## config.mk

```make
export PLATFORM = sky130hd
export DESIGN_NAME = adc_demux_top
export DESIGN_NICKNAME = d
export VERILOG_FILES = /design/src/rtl/adc_demux_pkg.sv /design/src/rtl/adc_phase_div.sv /design/src/rtl/adc_sample_pipe.sv /design/src/rtl/adc_port_stage.sv /design/src/rtl/adc_wake_cnt.sv /design/src/rtl/adc_demux_top.sv
export SDC_FILE = /design/constraint.sdc
export NUM_CORES = 1
export LEC_CHECK = 0
export BUFFER_PORTS_ARGS = -buffer_cell sky130_fd_sc_hd__clkbuf_2
export CORE_ASPECT_RATIO = 1.75
export CORE_MARGIN = 3
export CORE_UTILIZATION = 61
export DETAILED_ROUTE_END_ITERATION = 10
export PLACE_DENSITY = 0.94
export SYNTH_ARGS = -nofsm -noshare
export SYNTH_HDL_FRONTEND = slang
export SYNTH_SLANG_ARGS = --single-unit
```

## constraint.sdc

```tcl
create_clock -name clk -period 6.6 [get_ports clk]
set_input_delay 0.99 -clock clk [delete_from_list [all_inputs] [get_ports clk]]
set_output_delay 0.99 -clock clk [all_outputs]
set_load 0.05 [all_outputs]
```

## src/rtl/adc_demux_pkg.sv

```systemverilog
`timescale 1ns/1ps
package adc_demux_pkg;

  // encoding is the mode_sel input value
  typedef enum logic [1:0] {
    MODE_PARK = 2'b00,
    MODE_STAG = 2'b01,
    MODE_INPH = 2'b10,
    MODE_STRT = 2'b11
  } mode_e;

  function automatic logic is_split(input mode_e m);
    return (m == MODE_STAG) || (m == MODE_INPH);
  endfunction

endpackage

```

## src/rtl/adc_phase_div.sv

```systemverilog
`timescale 1ns/1ps
module adc_phase_div (
  input  logic clk,
  input  logic rst_n,
  input  logic pwr_dn,
  input  logic phase_rst,
  output logic phase
);

  logic ph_q;
  logic ph_d;

  always_comb begin
    if (pwr_dn || phase_rst) ph_d = 1'b0;
    else                     ph_d = ~ph_q;
  end

  always_ff @(posedge clk or negedge rst_n) begin
    if (!rst_n) ph_q <= 1'b0;
    else        ph_q <= ph_d;
  end

  assign phase = ph_q;

  // a phase reset leaves phase 0 for the next capture
  p_rst_zero_r6: assert property (@(posedge clk) disable iff (!rst_n)
    phase_rst |=> !phase);

  // free-running alternation
  p_alternate_r6: assert property (@(posedge clk) disable iff (!rst_n)
    (!phase_rst && !pwr_dn) |=> (phase != $past(phase)));

endmodule

```

## src/rtl/adc_sample_pipe.sv

```systemverilog
`timescale 1ns/1ps
module adc_sample_pipe #(
  parameter int W     = 8,
  parameter int DEPTH = 6
) (
  input  logic         clk,
  input  logic         rst_n,
  input  logic         pwr_dn,
  input  logic [W-1:0] samp_i,
  input  logic         tag_i,
  output logic [W+1:0] tap_lo,
  output logic [W+1:0] tap_hi
);

  // entry layout: [W+1] occupied, [W] port tag, [W-1:0] code
  localparam int EW = W + 2;

  logic [EW-1:0] stg_q [DEPTH];
  logic [EW-1:0] stg_d [DEPTH];

  for (genvar s = 0; s < DEPTH; s++) begin : g_stage
    if (s == 0) begin : g_head
      always_comb begin
        if (pwr_dn) stg_d[s] = '0;
        else        stg_d[s] = {1'b1, tag_i, samp_i};
      end
    end else begin : g_body
      always_comb begin
        if (pwr_dn) stg_d[s] = '0;
        else        stg_d[s] = stg_q[s-1];
      end
    end

    always_ff @(posedge clk or negedge rst_n) begin
      if (!rst_n) stg_q[s] <= '0;
      else        stg_q[s] <= stg_d[s];
    end
  end

  assign tap_lo = stg_q[DEPTH-2];
  assign tap_hi = stg_q[DEPTH-1];

  // power-down empties the delay line
  p_flush_r8: assert property (@(posedge clk) disable iff (!rst_n)
    pwr_dn |=> (tap_lo == '0 && tap_hi == '0));

endmodule

```

## src/rtl/adc_port_stage.sv

```systemverilog
`timescale 1ns/1ps
module adc_port_stage
  import adc_demux_pkg::*;
#(
  parameter int W    = 8,
  parameter bit IS_B = 1'b0
) (
  input  logic         clk,
  input  logic         rst_n,
  input  logic         pwr_dn,
  input  mode_e        mode,
  input  logic [W+1:0] tap_lo,
  input  logic [W+1:0] tap_hi,
  output logic [W-1:0] dat_o,
  output logic         pclk_o
);

  logic [W+1:0] src;
  logic         silent;
  logic         take;
  logic [W-1:0] dat_q;
  logic [W-1:0] dat_d;
  logic         clk_q;
  logic         clk_d;

  always_comb begin
    src    = (IS_B && mode == MODE_INPH) ? tap_hi : tap_lo;
    silent = pwr_dn || (mode == MODE_PARK) || (IS_B && mode == MODE_STRT);
    if (mode == MODE_STRT) take = src[W+1];
    else                   take = src[W+1] && (src[W] == IS_B);
    if (silent) begin
      dat_d = '0;
      clk_d = 1'b0;
    end else begin
      dat_d = take ? src[W-1:0] : dat_q;
      clk_d = (mode == MODE_STRT) ? 1'b1 : take;
    end
  end

  always_ff @(posedge clk or negedge rst_n) begin
    if (!rst_n) begin
      dat_q <= '0;
      clk_q <= 1'b0;
    end else begin
      dat_q <= dat_d;
      clk_q <= clk_d;
    end
  end

  assign dat_o  = dat_q;
  assign pclk_o = clk_q;

  // nothing leaves the port after a power-down edge
  p_silent_r8: assert property (@(posedge clk) disable iff (!rst_n)
    $past(pwr_dn) |-> (dat_o == '0 && !pclk_o));

  // parked mode holds the port at zero
  p_park_r1: assert property (@(posedge clk) disable iff (!rst_n)
    ($past(mode) == MODE_PARK) |-> (dat_o == '0 && !pclk_o));

  // in alternating modes data only moves together with its clock
  p_hold_r5: assert property (@(posedge clk) disable iff (!rst_n)
    (is_split(mode) && $past(mode) == mode && !$past(pwr_dn) && !pclk_o)
      |-> $stable(dat_o));

endmodule

```

## src/rtl/adc_wake_cnt.sv

```systemverilog
`timescale 1ns/1ps
module adc_wake_cnt #(
  parameter int WAKE = 5
) (
  input  logic clk,
  input  logic rst_n,
  input  logic pwr_dn,
  output logic ready
);

  localparam int CW = $clog2(WAKE + 1);
  localparam logic [CW-1:0] WAKE_C = CW'(WAKE);

  logic [CW-1:0] cnt_q;
  logic [CW-1:0] cnt_d;
  logic          cnt_en;

  always_comb begin
    cnt_en = pwr_dn || (cnt_q != WAKE_C);
    if (pwr_dn) cnt_d = '0;
    else        cnt_d = cnt_q + 1'b1;
  end

  always_ff @(posedge clk or negedge rst_n) begin
    if (!rst_n)      cnt_q <= '0;
    else if (cnt_en) cnt_q <= cnt_d;
  end

  assign ready = (cnt_q == WAKE_C);

  // the count saturates
  p_sat_r9: assert property (@(posedge clk) disable iff (!rst_n)
    cnt_q <= WAKE_C);

  // power-down always drops readiness
  p_drop_r9: assert property (@(posedge clk) disable iff (!rst_n)
    pwr_dn |=> !ready);

endmodule

```

## src/rtl/adc_demux_top.sv

```systemverilog
`timescale 1ns/1ps
module adc_demux_top
  import adc_demux_pkg::*;
#(
  parameter int W    = 8,
  parameter int LAT  = 5,
  parameter int WAKE = 5
) (
  input  logic         clk,
  input  logic         rst_n,
  input  logic [W-1:0] samp_i,
  input  logic [1:0]   mode_sel,
  input  logic         phase_rst,
  input  logic         hiz_req,
  input  logic         pwr_dn,
  output logic [W-1:0] port_a,
  output logic [W-1:0] port_b,
  output logic         pclk_a,
  output logic         pclk_b,
  output logic         drv_a,
  output logic         drv_b,
  output logic         vld_a,
  output logic         vld_b
);

  localparam int DEPTH = LAT + 1;

  logic         rst_meta;
  logic         rst_n_s;
  mode_e        mode;
  logic         phase;
  logic         ready;
  logic [W+1:0] tap_lo;
  logic [W+1:0] tap_hi;
  logic [W-1:0] pdat [2];
  logic         pck  [2];

  // reset: asserted at once, released on the second edge
  always_ff @(posedge clk or negedge rst_n) begin
    if (!rst_n) begin
      rst_meta <= 1'b0;
      rst_n_s  <= 1'b0;
    end else begin
      rst_meta <= 1'b1;
      rst_n_s  <= rst_meta;
    end
  end

  assign mode = mode_e'(mode_sel);

  adc_phase_div u_div (
    .clk       (clk),
    .rst_n     (rst_n_s),
    .pwr_dn    (pwr_dn),
    .phase_rst (phase_rst),
    .phase     (phase)
  );

  adc_sample_pipe #(.W(W), .DEPTH(DEPTH)) u_pipe (
    .clk    (clk),
    .rst_n  (rst_n_s),
    .pwr_dn (pwr_dn),
    .samp_i (samp_i),
    .tag_i  (phase),
    .tap_lo (tap_lo),
    .tap_hi (tap_hi)
  );

  for (genvar p = 0; p < 2; p++) begin : g_port
    adc_port_stage #(.W(W), .IS_B(p == 1)) u_port (
      .clk    (clk),
      .rst_n  (rst_n_s),
      .pwr_dn (pwr_dn),
      .mode   (mode),
      .tap_lo (tap_lo),
      .tap_hi (tap_hi),
      .dat_o  (pdat[p]),
      .pclk_o (pck[p])
    );
  end

  adc_wake_cnt #(.WAKE(WAKE)) u_wake (
    .clk    (clk),
    .rst_n  (rst_n_s),
    .pwr_dn (pwr_dn),
    .ready  (ready)
  );

  assign port_a = pdat[0];
  assign port_b = pdat[1];
  assign pclk_a = pck[0];
  assign pclk_b = pck[1];
  assign drv_a  = ~hiz_req;
  assign drv_b  = ~hiz_req;
  assign vld_a  = ready && (mode != MODE_PARK);
  assign vld_b  = ready && is_split(mode);

  // port B is quiet in straight mode
  p_b_quiet_r2: assert property (@(posedge clk) disable iff (!rst_n_s)
    (mode == MODE_STRT && $past(mode) == MODE_STRT) |-> (port_b == '0 && !pclk_b));

  // reset clears the visible outputs
  p_reset_r10: assert property (@(posedge clk)
    !rst_n |-> (port_a == '0 && port_b == '0 && !pclk_a && !pclk_b && !vld_a && !vld_b));

endmodule

```

==> results of run 1 <==
state kept, by name, indices dropped and copies added, names as in the netlist:
signal,count
u_pipe.tap_lo,10
g_port.u_port.dat_o,16
g_port.u_port.pclk_o,2
u_div.phase,1
rst_n_s,1
u_pipe.tap_hi,10
rst_meta,1
u_wake.cnt_q,3
u_pipe.stg_q,40
final timing paths:
check,start,to,cells past startpoint
max,mode_sel[0],vld_b,5
max reg2reg,u_pipe.tap_lo[9]$_DFF_PN0_,g_port[1].u_port.dat_o[5]$_DFFE_PN0P_,3
max in group asynchronous,rst_n_s$_DFF_PN0_,u_wake.cnt_q[2]$_DFFE_PN0P_,0
min in group asynchronous,rst_n,rst_n_s$_DFF_PN0_,1
min reg2reg,rst_meta$_DFF_PN0_,rst_n_s$_DFF_PN0_,0
min,rst_meta$_DFF_PN0_,rst_n_s$_DFF_PN0_,0
report_power, final:
part | total (µW) | internal [µW] | switching [µW]
Sequential | 540 | 526 | 13.4
Clock | 383 | 222 | 162
Combinational | 41.4 | 16.2 | 25.1
Total | 965 | 764 | 200
layout by cell type (no fill, tap or decap), drive strengths merged:
cell	instances
a211oi	1
a21boi	1
a21oi	1
a22o	8
a2bb2oi	3
a32oi	6
and2	1
and3	2
buf	1
bufinv	2
clkbuf	47
clkinv	3
conb	1
dfrtp	84
ha	5
inv	12
mux2	1
nand2	3
nand2b	2
nor2	16
nor2b	58
nor3	4
o221a	8
xnor2	1
cells by family after synthesis:
group	count (synthesis)	share of synthesized area (%)
simple gates	86	16.2
flops	84	68.3
compound gates	28	9.11
buf+inv	24	3.42
fa+ha+maj	5	2.03
other cells	1	0.122
xor+xnor	1	0.285
mux	1	0.488
critical path, cell delays in order:
cell and delay, ns:
clkbuf_2 0.09, inv_1 0.05, ha_1 0.27, and3_1 0.17, clkbuf_2 0.23
cell type report:
type / instances / area (µm²)
clock inverter: 5 / 75.1
tap: 52 / 65.1
multi-input combinational: 122 / 868
timing repair buffer: 37 / 188
inverter: 12 / 45.0
sequential: 84 / 2110
clock buffer: 11 / 141
fill: 311 / 1300
metrics by stage:
step           cells  worst slack [ns]  utilization, %
3_5_place_dp     307              3.79            68.3
2_1_floorplan    230              3.68               -
3_3_place_gp     307              3.81            68.3
5_1_grt          323              3.73            72.8
4_1_cts          323              3.79            72.8
6_report         323              3.80            72.8
metal layers:
layer / share of wire, % / vias up / global-route usage, %
li1: - / 825 / -
met1: 37 / 881 / 18.7
met2: 56 / 52 / 28.2
met3: 4.8 / 12 / 6.82
met4: 2.9 / 0 / 10.4
met5: 0 / - / 0
==> results.py, run 1 <==
metrics = {
    "worst_setup_path": {
        "required_ns": 5.61,
        "crit_path_end_kind": "output pin",
        "worstPathArrival_ns": 1.81,
        "reg2reg_slack_ns": 5.22,
        "critPathMaxFanout": 2,
        "worst-setup-path-type": "in -> out",
        "start_kind": "input pin",
    },
    "timing": {
        "finalSetupTns_ns": 0,
        "finalCritPeriodShare_pct": 42.4,
        "worst_slew_pin_slew_ns": 0.960,
        "final_max_slew_viol_count": 0,
        "fmax_mhz": 357,
        "relSlewSlack_pct": 36.0,
        "skew_ns": 0.00659,
        "layout_min_cycle_time_ns": 2.80,
        "setup_viol_count_final": 0,
        "rsz0062_at_grt": "false",
        "hold_viol": 0,
        "hold_ws_ns": 0.355,
    },
    "detailed_routing": {
        "drtPass1Iterations": 4,
        "antenna_left": 0,
        "wire_per_inst_um": 14.1,
        "via_per_inst": 5.48,
        "post-route-drc-count": 0,
        "drt-total-wl_um": 4550,
        "drt_iter0_markers": 97,
        "vias": 1770,
    },
    "clock_tree": {
        "post_cts_buffers": 0,
        "cts_max_level": 3,
        "path_clk_slew_ns": 0.07,
        "clock-sinks": 84,
        "clockBufferDepth": 2,
        "holdBufCountCts": 0,
        "insertion_delay_ns": 0.34,
        "cts_resized": 0,
        "root_buffer": "clkbuf_8",
        "cts_buffers": 9,
        "cts_tree": "built",
    },
    "pwr": {
        "ir_drop_uv": 246,
        "cellLeakagePower_uw": 0.00175,
        "finalPower_uw": 965,
        "p_per_area_nw_per_um2": 277,
    },
    "yosys": {
        "yosys.area.top_type_share_pct": 68.3,
        "ys_ff_latch": 84,
        "yosysUniqueCellTypes": 28,
        "yosysMostFrequentCell": "dfrtp_1",
        "synth_edf_count": 0,
        "synth_commonest_cells": "84 x dfrtp_1, 58 x nor2b_1, 15 x nor2_1",
        "yosys.area.top_type": "dfrtp_1",
        "synth_area_um2": 3080,
        "synth_nets": 250,
        "syn_inst": 230,
        "yosysSeqAreaShare_pct": 68.3,
        "ys_top_cells_by_area": "dfrtp_1 68%, nor2b_1 12%, o221a_1 2.9%",
        "synth_async_sr_flop_share_pct": 100,
        "yosys_warnings": 0,
        "ys.flop_type": "dfrtp_1",
        "syn_area_per_cell_um2": 13.4,
    },
    "grt": {
        "grt_pass1_wl_um": 7640,
        "antenna_found_initial": 0,
        "overflow": 0,
        "track_usage_pct": 17.5,
        "grt_pass1_vias": 1736,
        "grt_max_degree": 83,
    },
    "layout": {
        "area_delta_synth_final_pct": 13.4,
        "stdcell_area_um2": 3490,
        "finalNetCount": 286,
        "n_antenna_cell": 0,
        "drive_above_1_share_pct": 21.4,
    },
    "floorplan": {
        "start_util_pct": 64.2,
        "fp.dieH_um": 99.9,
        "rows": 33,
        "ioPinCount": 37,
        "dieArea_um2": 5960,
        "die_width_um": 59.7,
        "core_um2": 4790,
    },
    "place": {
        "place.gp.congestion": 0.829,
        "place_hpwl_um": 2970,
        "dpl_cell_area_um2": 3270,
        "io_buffers": 36,
    },
    "min_path": {
        "min_path_type": "reg -> reg",
    },
    "outcome": {
        "status": "complete, no violations",
    },
    "run": {
        "cap_violations": 0,
    },
}
No activity file was read; power rests on OpenSTA's default activity.
==> run 2, diff against run 1 <==
--- a/config.mk
+++ b/config.mk
@@ -8,9 +8,9 @@
 export BUFFER_PORTS_ARGS = -buffer_cell sky130_fd_sc_hd__clkbuf_2
 export CORE_ASPECT_RATIO = 1.75
 export CORE_MARGIN = 3
-export CORE_UTILIZATION = 61
+export CORE_UTILIZATION = 56
 export DETAILED_ROUTE_END_ITERATION = 10
-export PLACE_DENSITY = 0.94
+export PLACE_DENSITY = 0.88
 export SYNTH_ARGS = -nofsm -noshare
 export SYNTH_HDL_FRONTEND = slang
 export SYNTH_SLANG_ARGS = --single-unit
==> constraint.sdc (replaced) <==
create_clock -name clk -period 2.8 [get_ports clk]
set_input_delay 0.42 -clock clk [delete_from_list [all_inputs] [get_ports clk]]
set_output_delay 0.42 -clock clk [all_outputs]
set_load 0.05 [all_outputs]
==> run 2 against run 1 <==
Setup slack worse by 2.9 ns. Global-route usage down 0.52 points. Cell area up 0.11%. Clock-buffer cell count down 1. Non-clock buffer count up 1. Clock skew down 0.0015 ns. Utilization down 6.9 points. Cell count up 7.1%. Register-to-register slack worse by 3.8 ns. Flip-flop and latch count unchanged. Combinational power up 140%. Largest cell class unchanged. Largest power group unchanged.
==> results.py, run 2 (same netlist as run 1, synthesis figures left out) <==
metrics = {
    "run": {
        "cap_violations": 0,
    },
    "timing": {
        "layout_min_cycle_time_ns": 1.88,
        "rsz0062_at_grt": "false",
        "skew_ns": 0.00512,
        "hold_viol": 0,
        "worst_slew_pin_slew_ns": 0.969,
        "fmax_mhz": 532,
        "setup_viol_count_final": 0,
        "finalCritPeriodShare_pct": 67.2,
        "hold_ws_ns": 0.219,
        "finalSetupTns_ns": 0,
        "relSlewSlack_pct": 35.4,
        "final_max_slew_viol_count": 0,
    },
    "worst_setup_path": {
        "worstPathArrival_ns": 1.46,
        "r2r_end": "g_port[0].u_port.dat_o[2]$_DFFE_PN0P_",
        "crit_family": "flip-flops",
        "crit_path_max_incr_delay_ns": 0.40,
        "r2r-start": "u_pipe.tap_lo[9]$_DFF_PN0_",
        "worstPathCellList": "inv_1 > ha_1 > nand2_1 > nor2_1 > clkbuf_2",
        "start_kind": "flop",
        "required_ns": 2.38,
        "cp_slowest_cell": "dfrtp_1",
        "reg2reg_slack_ns": 1.42,
        "crit_buf_inv": 2,
        "worst-setup-path-type": "reg -> out",
        "crit_path_end_kind": "output pin",
        "rr_worst_depth": 2,
        "critPathMaxFanout": 4,
    },
    "detailed_routing": {
        "vias": 1783,
        "via_per_inst": 5.15,
        "post-route-drc-count": 0,
        "drt_iter0_markers": 129,
        "drtPass1Iterations": 4,
        "drt-total-wl_um": 4760,
        "wire_per_inst_um": 13.8,
        "antenna_left": 0,
    },
    "layout": {
        "final_common_cell": "dfrtp_1",
        "layout.cells.non_filler": 346,
        "drive_above_1_share_pct": 21.3,
        "n_antenna_cell": 0,
        "finalNetCount": 287,
        "top_register": "u_pipe.stg_q",
        "largest_register_ff_count": 40,
        "area_delta_synth_final_pct": 13.5,
        "layout_common_cells": "83 x dfrtp_1, 58 x nor2b_1, 36 x clkbuf_2",
    },
    "place": {
        "place.gp.congestion": 0.797,
        "io_buffers": 36,
        "place_hpwl_um": 3090,
        "dpl.cell_count": 329,
    },
    "grt": {
        "overflow": 0,
        "grt_pass1_wl_um": 8110,
        "track_usage_pct": 16.9,
        "antenna_found_initial": 0,
        "grt_pass1_vias": 1828,
        "grt_max_degree": 83,
    },
    "floorplan": {
        "core_um2": 5300,
        "fp.dieH_um": 104,
        "ioPinCount": 37,
        "start_util_pct": 58.0,
        "rows": 35,
        "dieArea_um2": 6450,
        "die_width_um": 62.0,
    },
    "clock_tree": {
        "root_buffer": "clkbuf_8",
        "cts_max_level": 3,
        "insertion_delay_ns": 0.34,
        "path_clk_slew_ns": 0.07,
        "cts_buffers": 9,
        "clockBufferDepth": 2,
        "clock-sinks": 84,
        "cts_resized": 0,
        "cts_tree": "built",
        "post_cts_buffers": 0,
        "holdBufCountCts": 1,
    },
    "outcome": {
        "status": "complete, no violations",
    },
    "pwr": {
        "cellLeakagePower_uw": 0.00174,
        "power_frac_seq_pct": 58.9,
        "switchingPower_uw": 477,
        "p_per_area_nw_per_um2": 619,
        "ir_drop_uv": 433,
        "pwr-share-comb_pct": 4.6,
        "switching_share_pct": 22.1,
        "p_clk_share_pct": 36.5,
        "p_int_uw": 1680,
    },
    "min_path": {
        "hold_start": "phase_rst",
        "min_path_type": "in -> reg",
        "holdPathStages": 2,
        "hold_path_end": "u_div.phase$_DFF_PN0_",
    },
}
## run 2: cell count changes in the layout (fill, tap and decap cells not counted), sizes merged
cell and delta:
bufinv -1, clkbuf -1, clkinv +2, dlygate4sd3 +1
## run 2: area by class of cell
class                           count  area, µm²
Clock inverter                      6       55.1
Timing Repair Buffer               38        198
Multi-Input combinational cell    122        868
Fill cell                         371       1810
Tap cell                           74       92.6
Sequential cell                    84       2110
Clock buffer                       10        128
Inverter                           12       45.0
## run 2: through the flow
step                utilization, %  area (µm²)  total power, µW  worst slack [ns]
finish                        65.9        3490             2160             0.920
global route                  65.9        3490             2260             0.810
CTS                           65.9        3490             2190             0.882
detailed placement            62.3        3300             1400             0.748
global placement              62.3        3300             1390             0.820
floorplan                        -        3080             1360             0.287
## run 2: routing by layer
metal / vias up / GRT usage [%] / share of wire [%] / routed length, µm
met4: 0 / 9.86 / 3.4 / 161
met5: - / 0 / 0 / 0
met1: 901 / 19.0 / 39 / 1850
met2: 38 / 27.7 / 55 / 2610
li1: 829 / - / - / -
met3: 15 / 3.85 / 3.0 / 144
## run 2: worst max path at each step
stage | cells past startpoint | startpoint | slack (ns) | endpoint
2_1_floorplan | 0 | rst_n_s$_DFF_PN0_ | 0.29 | g_port[0].u_port.dat_o[0]$_DFFE_PN0P_
3_3_place_gp | 6 | mode_sel[0] | 0.82 | g_port[1].u_port.dat_o[4]$_DFFE_PN0P_
3_5_place_dp | 6 | mode_sel[0] | 0.75 | g_port[1].u_port.dat_o[4]$_DFFE_PN0P_
4_1_cts | 5 | u_wake.cnt_q[1]$_DFFE_PN0P_ | 0.88 | vld_a
5_1_grt | 5 | u_wake.cnt_q[1]$_DFFE_PN0P_ | 0.81 | vld_a
6_report | 5 | u_wake.cnt_q[1]$_DFFE_PN0P_ | 0.92 | vld_a
## run 2: power groups by stage
stage | registers, µW | logic (µW) | clock network, µW
2_1_floorplan | 1290 | 72.5 | 0
3_3_place_gp | 1300 | 92.1 | 0
3_5_place_dp | 1300 | 97.8 | 0
4_1_cts | 1270 | 100 | 817
5_1_grt | 1280 | 110 | 873
6_report | 1270 | 99.0 | 790
